--- src/rtl/sprom_pkg.sv ---
package sprom_pkg;

   // Image byte generator: byte k of the stored bitstream
   function automatic logic [7:0] img_byte(input int k, input int seed);
      int v;
      v = (k * 37 + seed) & 255;
      return v[7:0];
   endfunction

   typedef struct packed {
      logic clr;      // pointer clear request (reset level or chip disabled)
      logic run;      // both enables active
      logic standby;  // chip enable inactive
   } ctl_t;

endpackage

--- src/rtl/sprom_ctrl_decode.sv ---
module sprom_ctrl_decode
   import sprom_pkg::*;
#(
   parameter bit RST_HIGH = 1'b1
) (
   input  logic oe_rst_pin,
   input  logic ce_n,
   output ctl_t ctl
);

   logic rst_lvl;

   generate
      if (RST_HIGH) begin : g_rst_high
         assign rst_lvl = oe_rst_pin;
      end else begin : g_rst_low
         assign rst_lvl = ~oe_rst_pin;
      end
   endgenerate

   always_comb begin
      ctl.standby = ce_n;
      ctl.clr     = rst_lvl | ce_n;
      ctl.run     = ~rst_lvl & ~ce_n;
   end

endmodule

--- src/rtl/sprom_addr_ctr.sv ---
module sprom_addr_ctr #(
   parameter int DEPTH_BITS = 256,
   localparam int AW = $clog2(DEPTH_BITS)
) (
   input  logic          clk,
   input  logic          clr,
   input  logic          run,
   output logic [AW-1:0] addr,
   output logic          past_tc
);

   localparam logic [AW-1:0] TC = AW'(DEPTH_BITS - 1);

   always_ff @(posedge clk) begin
      if (clr) begin
         addr    <= '0;
         past_tc <= 1'b0;
      end else if (run && !past_tc) begin
         if (addr == TC) begin
            past_tc <= 1'b1;
         end else begin
            addr <= addr + 1'b1;
         end
      end
   end

endmodule

--- src/rtl/sprom_bit_rom.sv ---
module sprom_bit_rom
   import sprom_pkg::*;
#(
   parameter int DEPTH_BITS = 256,
   parameter int IMG_SEED   = 8'h5A,
   localparam int AW     = $clog2(DEPTH_BITS),
   localparam int NBYTES = DEPTH_BITS / 8
) (
   input  logic [AW-1:0] addr,
   output logic          bit_o
);

   logic [7:0] img [NBYTES];

   generate
      for (genvar k = 0; k < NBYTES; k++) begin : g_byte
         assign img[k] = img_byte(k, IMG_SEED);
      end
   endgenerate

   logic [AW-4:0] byte_sel;
   logic [2:0]    bit_sel;

   always_comb begin
      byte_sel = addr[AW-1:3];
      bit_sel  = 3'd7 - addr[2:0];
      bit_o    = img[byte_sel][bit_sel];
   end

endmodule

--- src/rtl/sprom_serial_emu.sv ---
module sprom_serial_emu
   import sprom_pkg::*;
#(
   parameter int DEPTH_BITS = 256,
   parameter int IMG_SEED   = 8'h5A,
   parameter bit RST_HIGH   = 1'b1,
   localparam int AW = $clog2(DEPTH_BITS)
) (
   input  logic clk,
   input  logic oe_rst_pin,
   input  logic ce_n,
   output logic data_o,
   output logic data_oe,
   output logic standby
);

   generate
      if (DEPTH_BITS < 16 || (DEPTH_BITS % 8) != 0 || (1 << AW) != DEPTH_BITS) begin : g_bad_depth
         $error("DEPTH_BITS must be a power of two, at least 16");
      end
      if (IMG_SEED < 0 || IMG_SEED > 255) begin : g_bad_seed
         $error("IMG_SEED must fit in one byte");
      end
   endgenerate

   ctl_t          ctl;
   logic [AW-1:0] addr;
   logic          past_tc;
   logic          rom_bit;

   sprom_ctrl_decode #(.RST_HIGH(RST_HIGH)) u_dec (
      .oe_rst_pin (oe_rst_pin),
      .ce_n       (ce_n),
      .ctl        (ctl)
   );

   sprom_addr_ctr #(.DEPTH_BITS(DEPTH_BITS)) u_ctr (
      .clk     (clk),
      .clr     (ctl.clr),
      .run     (ctl.run),
      .addr    (addr),
      .past_tc (past_tc)
   );

   sprom_bit_rom #(.DEPTH_BITS(DEPTH_BITS), .IMG_SEED(IMG_SEED)) u_rom (
      .addr  (addr),
      .bit_o (rom_bit)
   );

   always_comb begin
      data_oe = ctl.run & ~past_tc;
      data_o  = data_oe & rom_bit;
      standby = ctl.standby;
   end

endmodule

--- config.mk ---
export PLATFORM = sky130hd
export DESIGN_NAME = sprom_serial_emu
export DESIGN_NICKNAME = d
export VERILOG_FILES = /design/src/rtl/sprom_pkg.sv /design/src/rtl/sprom_ctrl_decode.sv /design/src/rtl/sprom_addr_ctr.sv /design/src/rtl/sprom_bit_rom.sv /design/src/rtl/sprom_serial_emu.sv
export SDC_FILE = /design/constraint.sdc
export NUM_CORES = 1
export LEC_CHECK = 0
export CORE_UTILIZATION = 52
export DETAILED_ROUTE_END_ITERATION = 10
export HOLD_SLACK_MARGIN = 0.08
export PLACE_DENSITY_LB_ADDON = 0.1
export SLEW_MARGIN = 25
export SYNTH_ARGS = -nofsm -noshare
export SYNTH_HDL_FRONTEND = slang
export SYNTH_HIERARCHICAL = 1
export SYNTH_SLANG_ARGS = --single-unit
--- constraint.sdc ---
create_clock -name clk -period 2.6 [get_ports clk]
set_clock_uncertainty 0.05 [all_clocks]
set_input_delay 0.26 -clock clk [delete_from_list [all_inputs] [get_ports clk]]
set_output_delay 0.26 -clock clk [all_outputs]
set_load 0.005 [all_outputs]
==> flow_metrics.env, run 1 <==
export IMPL_status="complete, but fails checks"
export IMPL_violations="setup timing"
export IMPL_hold_depth=2
export IMPL_synth_flop_cell="dfxtp_1"
export IMPL_slew_violations=0
export IMPL_cts_setup_buffers=0
export IMPL_finalHoldViolCount=0
export IMPL_vias_per_cell=5.41
export IMPL_slew_headroom_pct=73.0
export IMPL_fp_dieW_um=45.6
export IMPL_die_h_um=45.6
export IMPL_io_pins=6
export IMPL_fmax_mhz=359
export IMPL_antennaDiodeCount=0
export IMPL_finalCritPeriodShare_pct=107
export IMPL_synth_area_per_cell_um2=9.69
export IMPL_grt_pass1_wl_mm=3.44
export IMPL_syn_num_nets=114
export IMPL_layout_nets=142
export IMPL_path_clk_slew_ns=0.06
export IMPL_root_buffer="clkbuf_4"
export IMPL_hold_end="u_ctr/past_tc"
export IMPL_grt_use_total_pct=23.5
export IMPL_drive_gt1_share_pct=41.1
export IMPL_gp_congestion=0.838
export IMPL_grt_max_degree=12
export IMPL_cp_max_fo=4
export IMPL_fillers=135
export IMPL_worstReg2RegEnd="u_ctr/addr[5]"
export IMPL_rows=15
export IMPL_fin_ws_ns=-0.184
export IMPL_wl_met3_um=43
export IMPL_wl_met2_mm=1.07
export IMPL_clkLatencyLatePin_ns=0.26
export IMPL_setup_viol=1
export IMPL_tns_ns=-0.184
export IMPL_place_area_mm2=0.00120
export IMPL_first_global_vias=819
export IMPL_netlist_instances=102
export IMPL_tightest_slew_ns=0.405
export IMPL_top_layer_used="met4"
export IMPL_hpwl_mm=1.70
export IMPL_yosysMostFrequentCell="nor2_1"
export IMPL_final_area_mm2=0.00126
export IMPL_wl_per_cell_um=13.5
export IMPL_drc=0
export IMPL_maxCapViolations=0
export IMPL_netlist_area_um2=988
export IMPL_synth_edff_count=0
export IMPL_synth_area_leaders="dfxtp_1 18%, ha_1 11%, mux4_2 9.1%"
export IMPL_core_area_mm2=0.00175
export IMPL_area_growth_pct=27.7
export IMPL_crit_required_ns=2.29
export IMPL_synth_top_area_share_pct=18.2
export IMPL_rr_worst_depth=6
export IMPL_synth_common_cells="10 x nor2_1, 9 x dfxtp_1, 9 x ha_1"
export IMPL_antenna_found_initial=0
export IMPL_power_density_mw_per_mm2=210
export IMPL_power_mw=0.266
export IMPL_synth_top_area_cell="dfxtp_1"
export IMPL_die_area_mm2=0.00208
export IMPL_rsz0062_at_grt="true"
export IMPL_met1_length_um=914
export IMPL_vias=833
export IMPL_numPortBuffers=5
export IMPL_ys_seq_area_share_pct=18.2
export IMPL_drt_iter0_markers=19
export IMPL_clockBufferDepth=2
export IMPL_dr_pass1_iters=4
export IMPL_finalWirelength_mm=2.08
export IMPL_yosysWarnings=6
export IMPL_ys_types=40
export IMPL_r2r_start="u_ctr/addr[1]"
export IMPL_cts_made_buffers=3
export IMPL_antenna_left=0
export IMPL_cts_max_level=1
export IMPL_async_flop_share_pct=0
export IMPL_finalCriticalPeriod_ns=2.78
export IMPL_critPathArrivalTime_ns=2.47
export IMPL_peakVddDrop_v=0.000237
export IMPL_cts_sinks=9
export IMPL_crit_path_end_kind="primary output"
export IMPL_cts_tree="yes"
export IMPL_crit_type="reg2out"
export IMPL_critPathLaunchType="register"
export IMPL_hold_path_class="reg2reg"
export IMPL_hold_buffers=0
export IMPL_r2r_setup_slack_ns=0.93
export IMPL_start_util_pct=56.6
export IMPL_leakagePower_nw=0.474
export IMPL_ys_seq_elements=9
export IMPL_hp_start="u_ctr/past_tc"
export IMPL_grt_ovfl_total=0
## worst max path at each step
stage,startpoint,to,slack (ns),cells past startpoint
2_1_floorplan,u_ctr/addr[4],data_o,0.01,7
3_3_place_gp,u_ctr/addr[3],data_o,-0.26,8
3_5_place_dp,u_ctr/addr[4],data_o,-0.28,8
4_1_cts,u_ctr/addr[4],data_o,-0.20,8
5_1_grt,u_ctr/addr[4],data_o,-0.26,8
6_report,u_ctr/addr[4],data_o,-0.18,8
## state kept, by name, indices dropped and copies added (netlist names)
signal	flops
u_ctr/addr	8
u_ctr/past_tc	1
## power by group
| group | switching, mW | total, mW | internal, mW | leakage, nW |
|---|---|---|---|---|
| registers | 0.00145 | 0.138 | 0.136 | 0.0742 |
| clock network | 0.0482 | 0.107 | 0.0591 | 0.0150 |
| logic | 0.00977 | 0.0205 | 0.0107 | 0.384 |
## critical path, stage by stage (launching register included)
cell and delay, ns:
dfxtp_4 0.38, inv_4 0.05, ha_4 0.14, mux2_4 0.25, mux4_2 0.45, mux4_2 0.45
a32o_1 0.22, and3b_1 0.15, buf_2 0.12
## layout by cell type, fill, tap and decap left out, types with 2 or more instances in the layout
master and instances:
nand4_4 2, mux2_4 2, o31ai_1 2, nor3_1 3
dfxtp_1 7, xor2_1 2, or2b_2 2, ha_4 2
nor2_1 10, a21oi_1 4, clkdlybuf4s50_1 4, buf_4 22
mux4_2 4, o21ai_0 3, a31oi_1 2, clkbuf_4 3
nand2_1 7, mux2i_1 8, dfxtp_4 2, inv_1 3
ha_1 6, inv_4 2, nor2b_1 2
## per-layer routing
layer	GRT usage (%)	vias up
met3	1.19	6
met5	0	-
met4	15.2	0
met2	42.0	10
li1	-	430
met1	26.6	387
## logic make-up after synthesis
kind of cell             synth area share (%)
XOR/XNOR                                 1.77
multiplexers                             21.4
AND/OR/NAND/NOR                          27.7
adder cells (fa/ha/maj)                  11.4
flip-flops                               18.2
buffers and inverters                    6.46
AO/OA/AOI/OAI                            13.0
## area by class of cell
| class | count | area [um2] | share of cell area, % |
|---|---|---|---|
| repair buffers | 28 | 221 | 17.5 |
| flip-flops and latches | 9 | 188 | 14.9 |
| multi-input cells | 83 | 772 | 61.1 |
| well taps | 25 | 31.3 | 2.48 |
| inverters | 5 | 23.8 | 1.88 |
| clock buffers | 4 | 26.3 | 2.08 |
## per-stage QoR
step / hold slack, ns / std cells / utilization (%) / worst slack, ns
2_1_floorplan: 0.456 / 102 / - / 0.0147
3_5_place_dp: 0.516 / 150 / 68.7 / -0.282
4_1_cts: 0.525 / 154 / 71.3 / -0.197
6_report: 0.541 / 154 / 72.3 / -0.184
5_1_grt: 0.566 / 154 / 72.3 / -0.262
3_3_place_gp: 0.507 / 150 / 68.7 / -0.261
## what timing repair did
item,CTS,global route
pin swaps,1,1
setup endpoints to repair,1,1
resized for setup,12,4
gates cloned,0,0
hold endpoints to repair,0,0
Note: power is estimated with default switching activity, not from simulation.
==> inputs of run 2 (changes only) <==
PLACE_DENSITY = 0.74   (was default)
PLACE_DENSITY_LB_ADDON = default   (was 0.1)
==> run 2 against run 1 <==
- the flow still finishes with violations (setup timing)
- critical path depth unchanged
- first-iteration DRC count down 5.3%
- design area down 0.50%
- clock power about the same
- worst setup slack worse by 0.035 ns
- combinational power about the same
- via count up 3.6%
- final cell count down 0.65%
- register-to-register slack about the same
- die area unchanged
- sequential share of layout area up 0.074 points
- worst hold slack worse by 0.0050 ns
==> flow_metrics.env, run 2 (synthesized netlist as in run 1, its figures left out) <==
export IMPL_status="complete, but fails checks"
export IMPL_violations="setup timing"
export IMPL_power_internal_mw=0.206
export IMPL_crit_type="reg2out"
export IMPL_core_area_mm2=0.00175
export IMPL_first_global_vias=838
export IMPL_finalCritPeriodShare_pct=108
export IMPL_finalCriticalPeriod_ns=2.82
export IMPL_seqPwrFrac_pct=52.1
export IMPL_grt_use_total_pct=24.0
export IMPL_gp_congestion=0.877
export IMPL_drive_gt1_share_pct=40.6
export IMPL_grt_pass1_wl_mm=3.53
export IMPL_numPortBuffers=5
export IMPL_crit_required_ns=2.29
export IMPL_tightest_slew_ns=0.417
export IMPL_top_register="u_ctr/addr"
export IMPL_slew_violations=0
export IMPL_layout_commonest_cell="buf_4"
export IMPL_maxCapViolations=0
export IMPL_finalWirelength_mm=2.16
export IMPL_antennaDiodeCount=0
export IMPL_r2r_setup_slack_ns=0.92
export IMPL_critPathLaunchType="register"
export IMPL_area_growth_pct=27.1
export IMPL_layout_common_cells="20 x buf_4, 10 x nor2_1, 8 x mux2i_1, 7 x nand2_1, 7 x dfxtp_1"
export IMPL_setup_viol=1
export IMPL_layout_nets=141
export IMPL_drc=0
export IMPL_die_h_um=45.6
export IMPL_cts_sinks=9
export IMPL_antenna_found_initial=0
export IMPL_slowest_delay_ns=0.48
export IMPL_crit_path_start="u_ctr/addr[3]"
export IMPL_rows=15
export IMPL_path_clk_slew_ns=0.06
export IMPL_multi_input_area_um2=772
export IMPL_reg_largest_list="u_ctr/addr: 8 flops, u_ctr/past_tc: 1 flops"
export IMPL_vias=863
export IMPL_place_inst=146
export IMPL_clockBufferDepth=2
export IMPL_drt_iter0_markers=18
export IMPL_fin_cells=153
export IMPL_cp_max_fo=4
export IMPL_rr_worst_depth=6
export IMPL_rsz0062_at_grt="true"
export IMPL_dr_pass1_iters=4
export IMPL_worst_path_most_repeated_cell="mux4_2"
export IMPL_grt_ovfl_total=0
export IMPL_cts_tree="yes"
export IMPL_p_clk_share_pct=40.1
export IMPL_antenna_left=0
export IMPL_fmax_mhz=355
export IMPL_critPathArrivalTime_ns=2.51
export IMPL_finalHoldViolCount=0
export IMPL_wl_per_cell_um=14.1
export IMPL_swShare_pct=22.1
export IMPL_die_area_mm2=0.00208
export IMPL_io_pins=6
export IMPL_crit_chain="inv_4 > ha_4 > mux2_4 > mux4_2 > mux4_2 > a32o_1 > and3b_1 > buf_2"
export IMPL_regArea_um2=188
export IMPL_fp_dieW_um=45.6
export IMPL_hold_path_class="reg2reg"
export IMPL_slew_headroom_pct=72.2
export IMPL_hp_start="u_ctr/past_tc"
export IMPL_fillers=138
export IMPL_largest_reg_flops=8
export IMPL_power_mw=0.265
export IMPL_clkLatencyLatePin_ns=0.26
export IMPL_leakagePower_nw=0.471
export IMPL_grt_max_degree=13
export IMPL_vias_per_cell=5.64
export IMPL_crit_end="data_o"
export IMPL_final_util_pct=72.0
export IMPL_peakVddDrop_v=0.000240
export IMPL_hpwl_mm=1.70
export IMPL_worstReg2RegEnd="u_ctr/addr[5]"
export IMPL_power_density_mw_per_mm2=211
export IMPL_netSwitchingPower_mw=0.0585
export IMPL_start_util_pct=56.6
export IMPL_r2r_start="u_ctr/addr[1]"
export IMPL_cts_max_level=1
export IMPL_tns_ns=-0.218
export IMPL_fin_ws_ns=-0.218
export IMPL_cpMaxStageDelayCell="mux4_2"
export IMPL_crit_path_end_kind="primary output"
export IMPL_root_buffer="clkbuf_4"
export IMPL_combPwrFrac_pct=7.8
export IMPL_cts_made_buffers=3
==> run 2: changes by cell type in the layout (fill, tap and decap cells not counted) <==
cell | before | now
o21ai_1 | 1 | 0
buf_6 | 1 | 2
inv_4 | 2 | 1
inv_2 | 0 | 1
buf_4 | 22 | 20
o21ai_0 | 3 | 4
==> run 2: area by class of cell <==
| class | count | area share (%) |
|---|---|---|
| multi-input cells | 83 | 61.5 |
| repair buffers | 27 | 17.3 |
| flip-flops and latches | 9 | 14.9 |
| well taps | 25 | 2.49 |
| clock buffers | 4 | 2.09 |
| inverters | 5 | 1.69 |
==> run 2: worst min path at each step <==
| stage | end | slack, ns | cells past startpoint |
|---|---|---|---|
| 2_1_floorplan | u_ctr/past_tc | 0.46 | 3 |
| 4_1_cts | u_ctr/past_tc | 0.54 | 2 |
| 5_1_grt | u_ctr/past_tc | 0.56 | 2 |
| 3_5_place_dp | u_ctr/past_tc | 0.53 | 2 |
| 6_report | u_ctr/past_tc | 0.54 | 2 |
| 3_3_place_gp | u_ctr/past_tc | 0.51 | 2 |
==> run 2: stage by stage <==
stage	worst slack (ns)	cell area (um2)	hold slack (ns)
after floorplan	0.0147	991	0.456
after global placement	-0.244	1170	0.509
final	-0.218	1260	0.536
after CTS	-0.225	1240	0.538
after global routing	-0.297	1260	0.556
after detailed placement	-0.307	1170	0.528
==> run 2: critical path: cells and delay by family, from the launching register on <==
kind	cells	cell delay, ns
muxes	3	1.20
DFF	1	0.38
AOI/OAI and AO/OA	1	0.22
buffers and inverters	2	0.16
and+or+nand+nor	1	0.16
adders and majority gates	1	0.14
==> run 2: what timing repair did <==
action                                  in CTS  in global routing
gates resized for setup                     12                  3
pin swaps                                    1                  2
setup buffers                                2                  1
hold buffers                                 0                  0
endpoints found under the setup margin       1                  1
==> run 2: metal layers <==
metal | wire (um) | part of all wire [%] | vias up | track usage [%]
met5 | 0 | 0 | - | 0
met1 | 911 | 42 | 415 | 26.6
li1 | - | - | 428 | -
met4 | 34 | 1.6 | 0 | 13.9
met2 | 1160 | 54 | 14 | 42.9
met3 | 50 | 2.3 | 6 | 3.57
==> run 2: power groups by stage <==
stage          Sequential, mW  Clock (mW)  Combinational [mW]
2_1_floorplan           0.143           0              0.0128
3_3_place_gp            0.143           0              0.0201
3_5_place_dp            0.143           0              0.0206
4_1_cts                 0.139       0.111              0.0205
5_1_grt                 0.138       0.120              0.0224
6_report                0.138       0.106              0.0206
